--- config.mk ---
export PLATFORM = sky130hd
export DESIGN_NAME = rc_pwm_tx
export DESIGN_NICKNAME = d
export VERILOG_FILES = /design/src/rtl/rc_pwm_pkg.sv /design/src/rtl/rc_cell_timer.sv /design/src/rtl/rc_frame_shreg.sv /design/src/rtl/rc_pwm_tx.sv
export SDC_FILE = /design/constraint.sdc
export NUM_CORES = 1
export LEC_CHECK = 0
export ABC_AREA = 1
export BUFFER_PORTS_ARGS = -buffer_cell sky130_fd_sc_hd__buf_2
export CORE_MARGIN = 2
export CORE_UTILIZATION = 51
export DETAILED_ROUTE_END_ITERATION = 8
export HOLD_SLACK_MARGIN = 0.08
export PLACE_DENSITY = 0.79
export SLEW_MARGIN = 20
export SYNTH_ARGS = -nofsm -noshare
export SYNTH_HDL_FRONTEND = slang
export SYNTH_HIERARCHICAL = 1
export SYNTH_SLANG_ARGS = --single-unit
--- constraint.sdc ---
create_clock -name clk_i -period 1.81 [get_ports clk_i]
set_clock_uncertainty 0.1 [all_clocks]
set_input_delay 0.0905 -clock clk_i [delete_from_list [all_inputs] [get_ports clk_i]]
set_output_delay 0.0905 -clock clk_i [all_outputs]
set_load 0.005 [all_outputs]
--- src/rtl/rc_pwm_pkg.sv ---
package rc_pwm_pkg;
  typedef enum logic [1:0] {
    ST_IDLE = 2'd0,
    ST_SEND = 2'd1,
    ST_GAP  = 2'd2
  } tx_state_e;
endpackage

--- src/rtl/rc_cell_timer.sv ---
module rc_cell_timer #(
  parameter int CELL_TICKS = 64,
  localparam int CNT_W = $clog2(CELL_TICKS)
) (
  input  logic             clk_i,
  input  logic             rst_ni,
  input  logic             clr_i,
  input  logic             en_i,
  output logic [CNT_W-1:0] cnt_o,
  output logic             last_o
);
  localparam logic [CNT_W-1:0] CNT_MAX = CNT_W'(CELL_TICKS - 1);

  assign last_o = en_i && (cnt_o == CNT_MAX);

  always_ff @(posedge clk_i or negedge rst_ni) begin
    if (!rst_ni)     cnt_o <= '0;
    else if (clr_i)  cnt_o <= '0;
    else if (last_o) cnt_o <= '0;
    else if (en_i)   cnt_o <= cnt_o + 1'b1;
  end
endmodule

--- src/rtl/rc_frame_shreg.sv ---
module rc_frame_shreg #(
  parameter int BYTE_W = 8,
  localparam int FRAME_W = 2 * BYTE_W
) (
  input  logic              clk_i,
  input  logic              rst_ni,
  input  logic              load_i,
  input  logic              shift_i,
  input  logic [BYTE_W-1:0] cmd_i,
  input  logic [BYTE_W-1:0] data_i,
  output logic              msb_o
);
  logic [FRAME_W-1:0] sr_q;

  // command occupies the upper half so it leaves first
  always_ff @(posedge clk_i or negedge rst_ni) begin
    if (!rst_ni)       sr_q <= '0;
    else if (load_i)   sr_q <= {cmd_i, data_i};
    else if (shift_i)  sr_q <= {sr_q[FRAME_W-2:0], 1'b0};
  end

  assign msb_o = sr_q[FRAME_W-1];
endmodule

--- src/rtl/rc_pwm_tx.sv ---
module rc_pwm_tx #(
  parameter int BYTE_W     = 8,
  parameter int CELL_TICKS = 64,
  parameter int GAP_CELLS  = 8
) (
  input  logic              clk_i,
  input  logic              rst_ni,
  input  logic              tick_i,
  input  logic              start_i,
  input  logic [BYTE_W-1:0] cmd_i,
  input  logic [BYTE_W-1:0] data_i,
  output logic              pulse_o,
  output logic              busy_o,
  output logic              done_o
);
  import rc_pwm_pkg::*;

  localparam int CNT_W      = $clog2(CELL_TICKS);
  localparam int BITS       = 2 * BYTE_W;
  localparam int MAX_CELLS  = (BITS > GAP_CELLS) ? BITS : GAP_CELLS;
  localparam int IDX_W      = $clog2(MAX_CELLS);
  localparam int PULSE_LONG = (CELL_TICKS * 7) / 8;
  localparam int PULSE_SHRT = CELL_TICKS / 8;
  localparam logic [CNT_W-1:0] LONG_C = CNT_W'(PULSE_LONG);
  localparam logic [CNT_W-1:0] SHRT_C = CNT_W'(PULSE_SHRT);
  localparam logic [IDX_W-1:0] LAST_BIT = IDX_W'(BITS - 1);
  localparam logic [IDX_W-1:0] LAST_GAP = IDX_W'(GAP_CELLS - 1);

  tx_state_e        state_q;
  logic [IDX_W-1:0] idx_q;
  logic [CNT_W-1:0] cnt;
  logic             cell_last, accept, shift, cur_bit, gap_end, done_q;

  assign accept  = (state_q == ST_IDLE) && start_i;
  assign shift   = (state_q == ST_SEND) && cell_last;
  assign gap_end = (state_q == ST_GAP) && cell_last && (idx_q == LAST_GAP);

  rc_cell_timer #(.CELL_TICKS(CELL_TICKS)) u_timer (
    .clk_i  (clk_i),
    .rst_ni (rst_ni),
    .clr_i  (accept),
    .en_i   (tick_i && (state_q != ST_IDLE)),
    .cnt_o  (cnt),
    .last_o (cell_last)
  );

  rc_frame_shreg #(.BYTE_W(BYTE_W)) u_shreg (
    .clk_i   (clk_i),
    .rst_ni  (rst_ni),
    .load_i  (accept),
    .shift_i (shift),
    .cmd_i   (cmd_i),
    .data_i  (data_i),
    .msb_o   (cur_bit)
  );

  always_ff @(posedge clk_i or negedge rst_ni) begin
    if (!rst_ni) begin
      state_q <= ST_IDLE;
      idx_q   <= '0;
      done_q  <= 1'b0;
    end else begin
      done_q <= gap_end;
      unique case (state_q)
        ST_IDLE: if (accept) begin
          state_q <= ST_SEND;
          idx_q   <= '0;
        end
        ST_SEND: if (cell_last) begin
          if (idx_q == LAST_BIT) begin
            state_q <= ST_GAP;
            idx_q   <= '0;
          end else begin
            idx_q <= idx_q + 1'b1;
          end
        end
        ST_GAP: if (cell_last) begin
          if (idx_q == LAST_GAP) state_q <= ST_IDLE;
          else                   idx_q   <= idx_q + 1'b1;
        end
        default: state_q <= ST_IDLE;
      endcase
    end
  end

  // high phase leads each cell
  assign pulse_o = (state_q == ST_SEND) && (cnt < (cur_bit ? LONG_C : SHRT_C));
  assign busy_o  = (state_q != ST_IDLE);
  assign done_o  = done_q;
endmodule

==> results by group <==
Routing
  – Metal2 WL: 2010 um
  – WL per Instance: 12.5 um
  – Met3 wire len: 146 um
  – DRT Wirelength: 3800 um
  – Top layer in use: met4
  – Vias per cell: 4.99
  – Wl on met1: 1610 um
  – TritonRoute pass-1 iters: 4
  – Antenna Nets Post-Route: 0
  – Iter 0 DRT Violations: 125
  – Vias: 1,512
  – DRC: 0

STA
  – # setup viols final: 0
  – Slew @ Worst Pin: 0.640 ns
  – Fin Hold WS: 0.154 ns
  – Rel. slew slack: 57.3%
  – Hold Fails Final Rpt: 0
  – Max Slew Vio Count: 0
  – Fin crit share: 95.3%
  – Peak Freq: 0.580 GHz
  – Crit path time final: 1.73 ns

Setup path
  – CP peak stage delay: 0.40 ns
  – Crit Path Category: reg -> out
  – Critical path startpoint category: flip-flop
  – Crit path DAT: 1.53 ns
  – CP max-delay cell: dfrtp_1
  – WP depth: 5
  – R2R depth: 12
  – Crit. End Element: output pin
  – R2r setup slk: 0.09 ns
  – Crit-path cells: inv_2, ha_2, inv_1, a211oi_1, buf_2
  – Worst path bufs/invs: 3
  – R2r endpoint: state_q[1]$_DFFE_PN0P_
  – Worst path required time: 1.62 ns
  – Cell family with most CP delay: flip-flops
  – FF-to-FF Start: state_q[0]$_DFFE_PN0P_
  – Highest fanout seen on the critical path: 5

Min path
  – Hold_sp: start_i
  – Worst hold endpoint: u_timer/cnt_o[4]$_DFFE_PN0P_
  – Hold Crit Class: in -> reg
  – Hold depth: 6

Layout
  – Layout area overhead: 29.2%
  – FF+latch area: 727 um2
  – Fin area: 2140 um2
  – Share of cells above drive strength 1: 25.9%
  – Fillcell total: 251
  – Most frequent cells in the layout: nand2_1 (56), nand3_1 (39), dfrtp_1 (28)
  – Area occupied by multi-input gates: 847 um2
  – Nets: 287
  – Commonest non-fill, non-tap cell in the layout: nand2_1
  – N_diodes: 0
  – Layout Cells excl Fill: 303

Synthesis
  – Post-Synth Adder-Cell Area: 6.79%
  – Simple-gate share of the synthesized area: 37.4%
  – Avg Inst Size Synth: 7.98 um2
  – #FFs+latches synth: 29
  – Netlist cell types: 26
  – Synthesized net count: 237
  – Synth Area in Compound Gates: 3.70%
  – Yosys warns: 6
  – Post-Synthesis Cell Area: 1660 um2
  – Synth Area in XOR/XNOR: 0%
  – Main combinational cell family by area after synthesis: simple AND/OR/NAND/NOR gates
  – Cells after Synth: 208
  – Synth top area cells: dfrtp_1 (44%), nand2_1 (13%), nand3_1 (12%)
  – Top-area cell type share of the netlist area: 43.7%
  – Register area share after synthesis: 43.7%
  – Mux cell area share after synthesis: 0%
  – Largest area contributor in the netlist: dfrtp_1

Power
  – Pwr dens: 1240 nW/um2
  – Design Power: 2.66 mW
  – Pleak: 1.12 nW
  – Peak VDD IR: 0.000580 V

Floorplanning
  – Die height: 61.0 um
  – Rows: 20
  – Core Region: 3080 um2
  – I/O pin total: 23
  – Die W: 61.0 um
  – Starting Density: 53.9%
  – Die Area: 3730 um2

Clock network
  – Clock Sinks: 29
  – Clock-pin slew on the worst setup and hold paths: 0.09 ns
  – Clock root buffer: clkbuf_4
  – H-Tree Depth: 2
  – CTS max path bufs: 2
  – CTS tree: yes
  – CTS buffer count: 5
  – Clk_lat worst skew: 0.33 ns

GRT
  – Overall Global Routing Usage: 22.8%
  – Congestion Overflow GR: 0
  – Largest net degree at the start of global routing: 30
  – Vias in the first global route: 1,484
  – First-pass GRT wire length: 6200 um
  – Initial antenna violation count: 0

Outcome
  – Status: finished, final reports clean

Placed design
  – Placed cell count: 274
  – Detail Placement HPWL: 2400 um
  – # port buffers: 22
  – Placed cell areas: 1850 um2
  – GP Congestion: 0.846

Run
  – Total of max-cap violations: 0
[area by class of cell]
type                       count  area share (%)
timing repair buffer          49            17.7
tap                           44            2.57
multi-input combinational    151            39.5
clock buffer                   6            1.93
inverter                      22            3.85
sequential                    29            33.9
clock inverter                 2           0.467
[cells by family after synthesis]
logic type / after synthesis
adders and majority gates: 9
and+or+nand+nor: 132
buffers and inverters: 28
DFF: 29
AOI/OAI and AO/OA: 10
[metal layers]
layer,track usage (%),up-vias
met5,0,-
met4,8.39,0
met3,6.72,4
met2,39.2,34
met1,27.1,701
li1,-,773
[what timing repair did]
item	in CTS	in global routing
pin swaps	4	4
setup buffers	2	2
resized for setup	5	9
setup endpoints to repair	6	24
hold endpoints to repair	45	0
gates cloned	0	0
hold buffers	17	0
[stage by stage]
step           utilization [%]  setup WS [ns]  setup TNS [ns]
2_1_floorplan                -         0.0110               0
4_1_cts                   68.2        0.00447               0
5_1_grt                   69.6        -0.0176         -0.0285
3_5_place_dp              60.0        -0.0422          -0.114
6_report                  69.6         0.0846               0
3_3_place_gp              60.0         0.0886               0
[cells in the mapped netlist (all sizes together)]
library cell and number:
a211oi 1, a21o 1, a21oi 3, buf 5, clkbuf 1, dfrtp 29, ha 9, inv 22
nand2 64, nand3 42, nand4 7, nor2 18, o21ai 4, o21bai 1, or2 1
[power by group]
group | internal [mW] | leakage (nW) | total, mW | switching [mW]
sequential | 0.880 | 0.372 | 1.03 | 0.153
combinational | 0.522 | 0.712 | 1.25 | 0.731
clock | 0.148 | 0.0320 | 0.377 | 0.229
[registers in the layout (all words and copies together) (netlist names)]
register,cells
u_shreg/sr_q,16
u_timer/cnt_o,6
idx_q,4
done_o,1
state_q,2
[how the worst max path moves through the flow]
stage / from / endpoint / slack, ns
after floorplan: state_q[0]$_DFFE_PN0P_ / idx_q[3]$_DFFE_PN0P_ / 0.01
after global placement: state_q[0]$_DFFE_PN0P_ / idx_q[2]$_DFFE_PN0P_ / 0.09
after detailed placement: state_q[0]$_DFFE_PN0P_ / state_q[1]$_DFFE_PN0P_ / -0.04
after CTS: state_q[1]$_DFFE_PN0P_ / idx_q[2]$_DFFE_PN0P_ / 0.004
after global routing: state_q[1]$_DFFE_PN0P_ / state_q[1]$_DFFE_PN0P_ / -0.02
final: state_q[1]$_DFFE_PN0P_ / pulse_o / 0.08
[worst reg2reg max path, delay by kind of cell, from the launching register on]
kind / cells / cell delay (ns)
simple gates: 7 / 0.70
flops: 1 / 0.37
buf+inv: 4 / 0.34
fa+ha+maj: 1 / 0.17
(Power assumes the default switching activity.)
